===== src/rtl/i2cmux_pkg.sv =====
// Shared constants and types for the I2C bus switch controller.
// Assumes four downstream channels and an 8-bit control byte.
package i2cmux_pkg;
    localparam int NUM_CH = 4;
    localparam int SEL_W  = $clog2(NUM_CH);
    localparam int CTRL_W = SEL_W + 1;
    localparam int BYTE_W = 8;

    typedef logic [CTRL_W-1:0] ctrl_t;

    typedef enum logic [2:0] {
        ST_IDLE,
        ST_ADDR,
        ST_WDATA,
        ST_ACK,
        ST_RDATA,
        ST_RACK
    } slv_state_t;
endpackage


===== src/rtl/i2cmux_sync.sv =====
// Multi-bit two-flop (or deeper) synchronizer for asynchronous levels.
// Assumes each bit is an independent slow level; RST_VAL sets the reset level.
module i2cmux_sync #(
    parameter int             WIDTH   = 1,
    parameter int             STAGES  = 2,
    parameter logic [WIDTH-1:0] RST_VAL = '1
) (
    input  logic             clk,
    input  logic             rst_n,
    input  logic [WIDTH-1:0] d_i,
    output logic [WIDTH-1:0] q_o
);
    logic [WIDTH-1:0] stage_q [STAGES];

    // Shift the input through the flop chain.
    always_ff @(posedge clk) begin
        if (!rst_n) begin
            for (int s = 0; s < STAGES; s++) stage_q[s] <= RST_VAL;
        end else begin
            stage_q[0] <= d_i;
            for (int s = 1; s < STAGES; s++) stage_q[s] <= stage_q[s-1];
        end
    end

    assign q_o = stage_q[STAGES-1];
endmodule


===== src/rtl/i2cmux_busmon.sv =====
// Bus condition monitor: turns synchronized SCL/SDA levels into one-cycle
// event strobes (SCL edges, START, STOP). Assumes inputs already synchronized.
module i2cmux_busmon (
    input  logic clk,
    input  logic rst_n,
    input  logic scl_s,
    input  logic sda_s,
    output logic scl_rise,
    output logic scl_fall,
    output logic start_evt,
    output logic stop_evt
);
    logic scl_p, sda_p;

    // Hold the previous sample of both lines (idle bus is high).
    always_ff @(posedge clk) begin
        if (!rst_n) begin
            scl_p <= 1'b1;
            sda_p <= 1'b1;
        end else begin
            scl_p <= scl_s;
            sda_p <= sda_s;
        end
    end

    // Edge and condition decode; START/STOP need SCL high in both samples.
    always_comb begin
        scl_rise  = scl_s & ~scl_p;
        scl_fall  = ~scl_s & scl_p;
        start_evt = scl_s & scl_p & sda_p & ~sda_s;
        stop_evt  = scl_s & scl_p & ~sda_p & sda_s;
    end
endmodule


===== src/rtl/i2cmux_irq.sv =====
// Interrupt combiner: active-low AND of the channel inputs for the output pin,
// plus synchronized active-high flags for the read-back byte. No latching.
module i2cmux_irq #(
    parameter int N      = 4,
    parameter int STAGES = 2
) (
    input  logic         clk,
    input  logic         rst_n,
    input  logic [N-1:0] irq_n_i,
    output logic [N-1:0] flags_o,
    output logic         irq_n_o
);
    logic [N-1:0] irq_n_s;

    i2cmux_sync #(.WIDTH(N), .STAGES(STAGES), .RST_VAL({N{1'b1}})) u_sync (
        .clk   (clk),
        .rst_n (rst_n),
        .d_i   (irq_n_i),
        .q_o   (irq_n_s)
    );

    // Flags follow the synchronized inputs; output follows the pins directly.
    always_comb begin
        flags_o = ~irq_n_s;
        irq_n_o = &irq_n_i;
    end
endmodule


===== src/rtl/i2cmux_slave.sv =====
// I2C slave engine: address match, control byte write, read of the merged
// status byte, and STOP-time commit of the selection. Assumes SCL/SDA are
// synchronized and the system clock is many times faster than SCL.
module i2cmux_slave
    import i2cmux_pkg::*;
#(
    parameter int                    ADDR_W  = 7,
    parameter int                    PIN_W   = 3,
    parameter logic [ADDR_W-PIN_W-1:0] ADDR_HI = 4'b1110
) (
    input  logic              clk,
    input  logic              rst_n,
    input  logic              sda_s,
    input  logic              scl_rise,
    input  logic              scl_fall,
    input  logic              start_evt,
    input  logic              stop_evt,
    input  logic [PIN_W-1:0]  addr_pins,
    input  logic [NUM_CH-1:0] flags,
    output ctrl_t             sel_active,
    output logic              sda_oe
);
    localparam int PAD_W = BYTE_W - NUM_CH - CTRL_W;

    slv_state_t        st;
    logic [3:0]        bitcnt;
    logic [BYTE_W-1:0] shreg;
    logic              rw, ack_seen;
    ctrl_t             ctrl_q;
    logic [ADDR_W-1:0] dev_addr;
    logic [BYTE_W-1:0] rd_byte;

    // Device address and the byte returned on reads.
    always_comb begin
        dev_addr = {ADDR_HI, addr_pins};
        rd_byte  = {flags, {PAD_W{1'b0}}, ctrl_q};
    end

    // Transaction sequencer; START and STOP override any state.
    always_ff @(posedge clk) begin
        if (!rst_n) begin
            st         <= ST_IDLE;
            bitcnt     <= '0;
            shreg      <= '0;
            rw         <= 1'b0;
            ack_seen   <= 1'b0;
            ctrl_q     <= '0;
            sel_active <= '0;
            sda_oe     <= 1'b0;
        end else if (start_evt) begin
            st     <= ST_ADDR;
            bitcnt <= '0;
            sda_oe <= 1'b0;
        end else if (stop_evt) begin
            st         <= ST_IDLE;
            sda_oe     <= 1'b0;
            sel_active <= ctrl_q;
        end else begin
            case (st)
                ST_ADDR, ST_WDATA: begin
                    if (scl_rise && bitcnt < 4'd8) begin
                        shreg  <= {shreg[BYTE_W-2:0], sda_s};
                        bitcnt <= bitcnt + 4'd1;
                    end else if (scl_fall && bitcnt == 4'd8) begin
                        if (st == ST_ADDR) begin
                            if (shreg[BYTE_W-1:1] == dev_addr) begin
                                sda_oe <= 1'b1;
                                rw     <= shreg[0];
                                st     <= ST_ACK;
                            end else begin
                                st <= ST_IDLE;
                            end
                        end else begin
                            ctrl_q <= shreg[CTRL_W-1:0];
                            sda_oe <= 1'b1;
                            rw     <= 1'b0;
                            st     <= ST_ACK;
                        end
                    end
                end
                ST_ACK: begin
                    if (scl_fall) begin
                        bitcnt <= '0;
                        if (rw) begin
                            shreg  <= rd_byte;
                            sda_oe <= ~rd_byte[BYTE_W-1];
                            st     <= ST_RDATA;
                        end else begin
                            sda_oe <= 1'b0;
                            st     <= ST_WDATA;
                        end
                    end
                end
                ST_RDATA: begin
                    if (scl_fall) begin
                        if (bitcnt == 4'd7) begin
                            sda_oe <= 1'b0;
                            st     <= ST_RACK;
                        end else begin
                            shreg  <= {shreg[BYTE_W-2:0], 1'b0};
                            sda_oe <= ~shreg[BYTE_W-2];
                            bitcnt <= bitcnt + 4'd1;
                        end
                    end
                end
                ST_RACK: begin
                    if (scl_rise) begin
                        ack_seen <= ~sda_s;
                    end else if (scl_fall) begin
                        if (ack_seen) begin
                            bitcnt <= '0;
                            shreg  <= rd_byte;
                            sda_oe <= ~rd_byte[BYTE_W-1];
                            st     <= ST_RDATA;
                        end else begin
                            st <= ST_IDLE;
                        end
                    end
                end
                default: ;
            endcase
        end
    end
endmodule


===== src/rtl/i2cmux_ctrl.sv =====
// Top of the I2C bus switch controller: synchronizes the bus, runs the slave
// engine and decodes the committed selection into one-hot channel enables.
// Assumes clk is at least ~10x the SCL rate.
module i2cmux_ctrl
    import i2cmux_pkg::*;
#(
    parameter int                    ADDR_W      = 7,
    parameter int                    PIN_W       = 3,
    parameter logic [ADDR_W-PIN_W-1:0] ADDR_HI     = 4'b1110,
    parameter int                    SYNC_STAGES = 2
) (
    input  logic              clk,
    input  logic              rst_n,
    input  logic              scl_i,
    input  logic              sda_i,
    output logic              sda_oe_o,
    input  logic [PIN_W-1:0]  addr_pins_i,
    input  logic [NUM_CH-1:0] irq_n_i,
    output logic [NUM_CH-1:0] chan_en_o,
    output logic              irq_n_o
);
    logic        scl_s, sda_s;
    logic        scl_rise, scl_fall, start_evt, stop_evt;
    logic [NUM_CH-1:0] flags;
    ctrl_t       sel_active;

    i2cmux_sync #(.WIDTH(2), .STAGES(SYNC_STAGES), .RST_VAL(2'b11)) u_bus_sync (
        .clk   (clk),
        .rst_n (rst_n),
        .d_i   ({scl_i, sda_i}),
        .q_o   ({scl_s, sda_s})
    );

    i2cmux_busmon u_mon (
        .clk       (clk),
        .rst_n     (rst_n),
        .scl_s     (scl_s),
        .sda_s     (sda_s),
        .scl_rise  (scl_rise),
        .scl_fall  (scl_fall),
        .start_evt (start_evt),
        .stop_evt  (stop_evt)
    );

    i2cmux_irq #(.N(NUM_CH), .STAGES(SYNC_STAGES)) u_irq (
        .clk     (clk),
        .rst_n   (rst_n),
        .irq_n_i (irq_n_i),
        .flags_o (flags),
        .irq_n_o (irq_n_o)
    );

    i2cmux_slave #(.ADDR_W(ADDR_W), .PIN_W(PIN_W), .ADDR_HI(ADDR_HI)) u_slv (
        .clk        (clk),
        .rst_n      (rst_n),
        .sda_s      (sda_s),
        .scl_rise   (scl_rise),
        .scl_fall   (scl_fall),
        .start_evt  (start_evt),
        .stop_evt   (stop_evt),
        .addr_pins  (addr_pins_i),
        .flags      (flags),
        .sel_active (sel_active),
        .sda_oe     (sda_oe_o)
    );

    // One enable per channel: set only when enabled and the number matches.
    for (genvar k = 0; k < NUM_CH; k++) begin : g_en
        assign chan_en_o[k] = sel_active[CTRL_W-1] &&
                              (sel_active[SEL_W-1:0] == SEL_W'(k));
    end
endmodule


===== config.mk =====
export PLATFORM = sky130hd
export DESIGN_NAME = i2cmux_ctrl
export DESIGN_NICKNAME = d
export VERILOG_FILES = /design/src/rtl/i2cmux_pkg.sv /design/src/rtl/i2cmux_sync.sv /design/src/rtl/i2cmux_busmon.sv /design/src/rtl/i2cmux_irq.sv /design/src/rtl/i2cmux_slave.sv /design/src/rtl/i2cmux_ctrl.sv
export SDC_FILE = /design/constraint.sdc
export NUM_CORES = 1
export LEC_CHECK = 0
export BUFFER_PORTS_ARGS = -buffer_cell sky130_fd_sc_hd__buf_2
export CORE_MARGIN = 3
export CORE_UTILIZATION = 52
export DETAILED_ROUTE_END_ITERATION = 8
export PLACE_DENSITY = 0.74
export SYNTH_ARGS = -nofsm -noshare
export SYNTH_HDL_FRONTEND = slang
export SYNTH_SLANG_ARGS = --single-unit

===== constraint.sdc =====
create_clock -name clk -period 1.7 [get_ports clk]
set_clock_uncertainty 0.15 [all_clocks]
set_input_delay 0.085 -clock clk [delete_from_list [all_inputs] [get_ports clk]]
set_output_delay 0.085 -clock clk [all_outputs]
set_load 0.005 [all_outputs]

After elaboration in Yosys (flattened, before gate mapping)
Memories as Yosys holds them, arrays and structs flattened.
Index checks and enable logic that the tools add are counted.
W data, S select, Z words.

word-level totals
  bits in registers = 26
  bits in writable memories = 12
  output and inout bits = 6
  word-level logic and storage cells = 142
  memories kept = 2

memory list
  memory                words  bits a word  read ports  clocked after Yosys merged registers in  wr ports  line               source
  u_irq.u_sync.stage_q  2      4            2           0                                        2         i2cmux_sync.sv:13  logic [WIDTH-1:0] stage_q [STAGES];
  u_bus_sync.stage_q    2      2            2           0                                        2         i2cmux_sync.sv:13

operators by class
  add/subtract/negate cells = 1
  order comparisons = 1
  equality and inequality tests = 31
  mux-type cells = 51
  bitwise gates (word level) = 23
  reduce and logical (&&, ||, !) cells = 22

operators by type and width
  cell                  count
  $mux W8               8
  $mux W4               9
  $pmux W8 S4           1
  $mux W3               9
  $ne A4 B3 Y1 const B  5
  $reduce_and A9 Y1     2
  $mux W1               17
  $ne A2 B1 Y1 const B  8
  $pmux W4 S4           1
  $reduce_and A8 Y1     2
  $pmux W3 S4           1
  $reduce_and A6 Y1     2
  $not A1 Y1            11
  $reduce_and A11 Y1    1
  $mux W2               4
  $ne A2 B2 Y1 const B  4
  $ne A4 B4 Y1 const B  2
  $reduce_and A4 Y1     2
  $and A1 B1 Y1         7
  $eq A7 B7 Y1          1
  $eq A3 B2 Y1 const B  2
  $eq A3 B3 Y1 const B  2
  $logic_and A1 B1 Y1   6
  $reduce_bool A6 Y1    1
  other kinds (16)      21

Longest topological paths before layout
An unclocked memory read counts as a cell.

  depth in word-level cells = 9
  gate-level depth with buffers = 7
  mapped depth without buffers = 7

Hierarchy
Synthesis repeated with hierarchy kept, for this count alone.

unflattened totals
  cells, all modules = 212
  area, all modules = 1919.3 um^2

modules (own cells, without submodules)
  module                       instances  cells an instance  area each (um^2)
  i2cmux_slave                 1          165                1412.6
  i2cmux_sync at u_irq.u_sync  1          20                 240.2
  i2cmux_sync at u_bus_sync    1          10                 120.1
  i2cmux_busmon                1          8                  85.1
  i2cmux_ctrl                  1          4                  37.5
  i2cmux_irq                   1          5                  23.8

Worst setup path after synthesis
Ideal clock, no wire load.

  path kind = register to register
  start = register u_slv.st[0]
  end = register u_slv.bitcnt[3]
  setup time = 0.070 ns
  data arrival time = 1.584 ns
  data required time = 1.480 ns
  path slack = -0.104 ns
  cell stages (with the launch flop) = 7
  path buffers = 1
  period minus slack after synthesis = 1.804 ns
  path through = dfxtp_1 -> buf_4 -> xnor2_2 -> nor4_4 -> o21ai_2 -> or4_1 -> a21oi_1

on the way
  cells in the longest elaborated chain, start to end = 4

RTL lines
  item                                                                 line                 source
  start: declaration                                                   i2cmux_slave.sv:25   slv_state_t st;
  start signal: assignment                                             i2cmux_slave.sv:42   st <= ST_IDLE;
  start signal: assignment                                             i2cmux_slave.sv:51   st <= ST_ADDR;
  start signal: assignment                                             i2cmux_slave.sv:55   st <= ST_IDLE;
  $eq A3 B2 Y1 or $eq A3 B1 Y1 (tied branches)                         i2cmux_slave.sv:59   case (st)
  $reduce_or A2 Y1                                                     i2cmux_slave.sv:59
  $ne A2 B1 Y1 (no source line) or $reduce_bool A4 Y1 (tied branches)  -
  $reduce_and A9 Y1 (no source line)                                   -
  end signal: assignment                                               i2cmux_slave.sv:63   bitcnt <= bitcnt + 4'd1;
  end signal: assignment                                               i2cmux_slave.sv:102  bitcnt <= bitcnt + 4'd1;
  end: declaration                                                     i2cmux_slave.sv:26   logic [3:0] bitcnt;

Parallel ways exist; a longest one is shown, timed or not.
A chain may end at the register's enable or synchronous reset.

Worst setup path after layout
  start = register u_slv.bitcnt[0]
  end = register u_slv.st[2]

on the way
  cells in the longest elaborated chain, start to end = 4

RTL lines
  item                                                           line                                    source
  $lt A4 B4 Y1 or $eq A4 B4 Y1 (tied branches)                   i2cmux_slave.sv:61, i2cmux_slave.sv:64
  $logic_and A1 B1 Y1 (on tied branches)                         i2cmux_slave.sv:61, i2cmux_slave.sv:64
  $ne A2 B2 Y1 (no source line) or $ne A2 B1 Y1 (tied branches)  -
  $reduce_and A8 Y1 (no source line) *                           -
  end signal: assignment                                         i2cmux_slave.sv:69                      st <= ST_ACK;
  end signal: assignment                                         i2cmux_slave.sv:71                      st <= ST_IDLE;
  end signal: assignment                                         i2cmux_slave.sv:77                      st <= ST_ACK;

Every way passes the cells marked *; elsewhere a longest branch is shown, timed or not.

==> results.md <==
- Clock slew at reported path FFs: 0.13 ns
- First-pass GRT wire length: 8756 um
- Synthesized netlist cell count: 208
- Top cells by area, synth: dfxtp_1, mux2i_1, nand2b_1
- Synth warn: 0
- Switching share of power: 24.94%
- MaxCap Viol Count: 0
- Setup violators final: 16
- Critical path, cell by cell: inv_4 -> ha_4 -> and3b_2 -> o22a_1 -> o211ai_1 -> mux2i_1 -> nor2_1
- TritonCTS clock tree: done
- Sink Count: 38
- Peak Freq: 548.0 MHz
- Final min period: 1.825 ns
- Leakage: 1.132 nW
- Crit. End Element: flip-flop
- Final WL: 5203 um
- Share of cells above drive strength 1: 38.46%
- Worst slew pin tran: 0.3429 ns
- Final setup TNS: -0.7340 ns
- Critical Path Slowest Stage Cell: dfxtp_4
- GRT Util Overall: 26.55%
- Post-Syn Nets: 221
- Slowest stage delay, CP: 0.41 ns
- Via count: 1824
- Ys flop type: dfxtp_1
- Io pins: 17
- DRC viols: 0
- Area Overhead vs Synth: 46.12%
- Inserted Clock Buffers: 5
- Commonest non-fill, non-tap cell in the layout: buf_4
- Sw Pwr: 406.4 uW
- Cell Int Power: 1.223 mW
- Drt pass-1 iters: 5
- Count of standard-cell rows: 21
- Crit share post-route: 107.3%
- Netlist cell types: 49
- Crit path kind: reg2reg
- Routability Congestion: 0.8188
- Register area share after synthesis: 40.70%
- Slew Viols, Final: 0
- Worst path required time: 1.81 ns
- Skew-Pair Late Insertion Delay: 0.35 ns
- Crit path launch: u_slv.bitcnt[0]$_SDFFE_PP0P_
- Hold Path Class: reg2reg
- Post-synth EDFFs: 0
- Min-delay src: u_irq.u_sync.stage_q[0][3]$_SDFF_PN1_
- Via/cell ratio: 5.494
- Post-DRT Antenna Nets: 0
- Async SR Flop Fraction: 0%
- Clock tree buffer depth: 2
- Status: finished, violations left
- CP Max Fanout: 5
- PD cells: 596.6 nW/um^2
- Nets@finish: 298
- Syn_area_per_cell: 8.987 um^2
- DP HPWL: 3285 um
- #FFs+latches synth: 38
- Synth top area share: 40.70%
- Worst reg2reg startpoint: u_slv.bitcnt[0]$_SDFFE_PP0P_
- Most frequent cells in the layout: buf_4, dfxtp_1, nand2_1
- Initial antenna violation count: 0
- Initial Utilization: 55.15%
- WL/cell: 15.67 um
- CORE AREA: 3390 um^2
- Critical path buffers and inverters: 1
- Slack of the critical path: -0.1248 ns
- Final Util: 80.58%
- Die X: 65.96 um
- Crit path launch type: flip-flop
- Combinational power share: 8.5%
- Clk pwr share: 35.7%
- Largest delay share family, worst path: compound AO/OA/AOI/OAI gates
- CP arrival: 1.93 ns
- Diodes inserted: 0
- GR Overflow Total: 0
- Initial drt markers: 93
- Die ar.: 4350 um^2
- Sequential share of power: 55.8%
- Largest net degree at the start of global routing: 18
- VDD IR max: 0.5117 mV
- Number of port buffers: 16
- Vias in the first global route: 1836
- Unrepaired setup endpoints after global routing: yes
- Fillers: 197
- Failing checks: setup timing
- Largest area contributor in the netlist: dfxtp_1
- H-tree Lvls: 2
- Rel. slew slack: 76.90%
- Hold Fails Final Rpt: 0
- Die H: 65.96 um
- Clock Tree Root: clkbuf_4
- Synthesized cell area: 1869 um^2
==> final timing paths <==
check / to / slack [ns] / cells after the start
setup / recovery: u_slv.st[2]$_SDFFE_PP0P_ / -0.12 / 7
hold / removal: u_irq.u_sync.stage_q[0][7]$_SDFF_PN1_ / 0.27 / 1
setup reg to reg: u_slv.st[2]$_SDFFE_PP0P_ / -0.12 / 7
hold reg to reg: u_irq.u_sync.stage_q[0][7]$_SDFF_PN1_ / 0.27 / 1
==> area by class of cell <==
type                    count  area, um^2  area share, %
inverters                   6       25.02         0.9162
repair buffers             79       613.1          22.45
flip-flops and latches     38       784.5          28.72
clock inverters             2       15.01         0.5497
well taps                  46       57.56          2.107
clock buffers               6       62.56          2.290
multi-input cells         155        1174          42.97
==> sequential cells by signal, indices dropped and copies added, names as in the netlist <==
register,count
u_slv.sda_oe,1
u_slv.st,3
u_slv.sel_active,3
u_bus_sync.stage_q,4
u_slv.shreg,8
u_mon.scl_p,1
u_slv.ctrl_q,3
u_slv.rw,1
u_irq.u_sync.stage_q,8
u_mon.sda_p,1
u_slv.bitcnt,4
u_slv.ack_seen,1
==> logic make-up after synthesis <==
family          Yosys count  share of synthesized area (%)
xor+xnor                  6                          3.213
fa+ha+maj                 2                          1.338
buf+inv                  16                          3.681
compound gates           41                          15.20
simple gates             90                          27.71
mux                      15                          8.166
flops                    38                          40.70
==> cell usage after synthesis, types with 2 or more instances <==
cell	number
a21oi_1	8
o211ai_1	6
clkbuf_1	6
nand4b_1	5
nand2b_1	20
xor2_1	4
nand3b_1	2
a211o_1	2
o21ai_0	7
mux2_2	2
nand3_1	7
mux2i_1	13
and2_1	2
nor2_1	12
o22ai_1	3
ha_1	2
dfxtp_1	38
inv_1	6
nor2b_1	3
nand2_1	25
nor3b_1	2
and3b_1	2
a21o_1	2
buf_4	2
or4_1	2
o311a_1	2
==> stage by stage <==
stage	instance area [um^2]	total power, mW	instances	hold slack (ns)	setup WS [ns]
CTS	2686	1.622	331	0.2704	-0.1292
global route	2731	1.692	332	0.3041	-0.2087
floorplan	1948	0.9890	208	0.03647	-0.04182
global placement	2333	1.032	299	0.1173	-0.1860
finish	2731	1.630	332	0.2678	-0.1248
detailed placement	2333	1.034	299	0.1238	-0.2585
==> metal layers <==
metal	GRT usage (%)	share of wire (%)	vias up
li1	-	-	902
met1	31.11	42	869
met2	47.93	52	41
met3	6.293	4.3	12
met4	7.360	1.5	0
met5	0	0	-
==> power groups by stage <==
stage / combinational (mW) / sequential, mW / clock (mW)
6_report: 0.139 / 0.910 / 0.581
5_1_grt: 0.150 / 0.912 / 0.631
4_1_cts: 0.131 / 0.910 / 0.581
3_5_place_dp: 0.100 / 0.934 / 0
3_3_place_gp: 0.0985 / 0.933 / 0
2_1_floorplan: 0.0587 / 0.930 / 0
==> worst reg2reg max path: cells and delay by family, from the launching register on <==
family / cells / cell delay [ns]
AND/OR/NAND/NOR: 2 / 0.27
multiplexers: 1 / 0.23
flip-flops: 1 / 0.41
buffers and inverters: 1 / 0.05
adder cells (fa/ha/maj): 1 / 0.15
AO/OA/AOI/OAI: 2 / 0.49
==> repair_timing <==
item                       4_1_cts  5_1_grt
hold buffers                    13        0
setup endpoints to repair       19       20
pin swaps                       15        6
cloned                           1        0
hold endpoints to repair        21        0
gates resized for setup         22       11
buffers inserted                11        1
No activity file was read; power rests on OpenSTA's default activity.
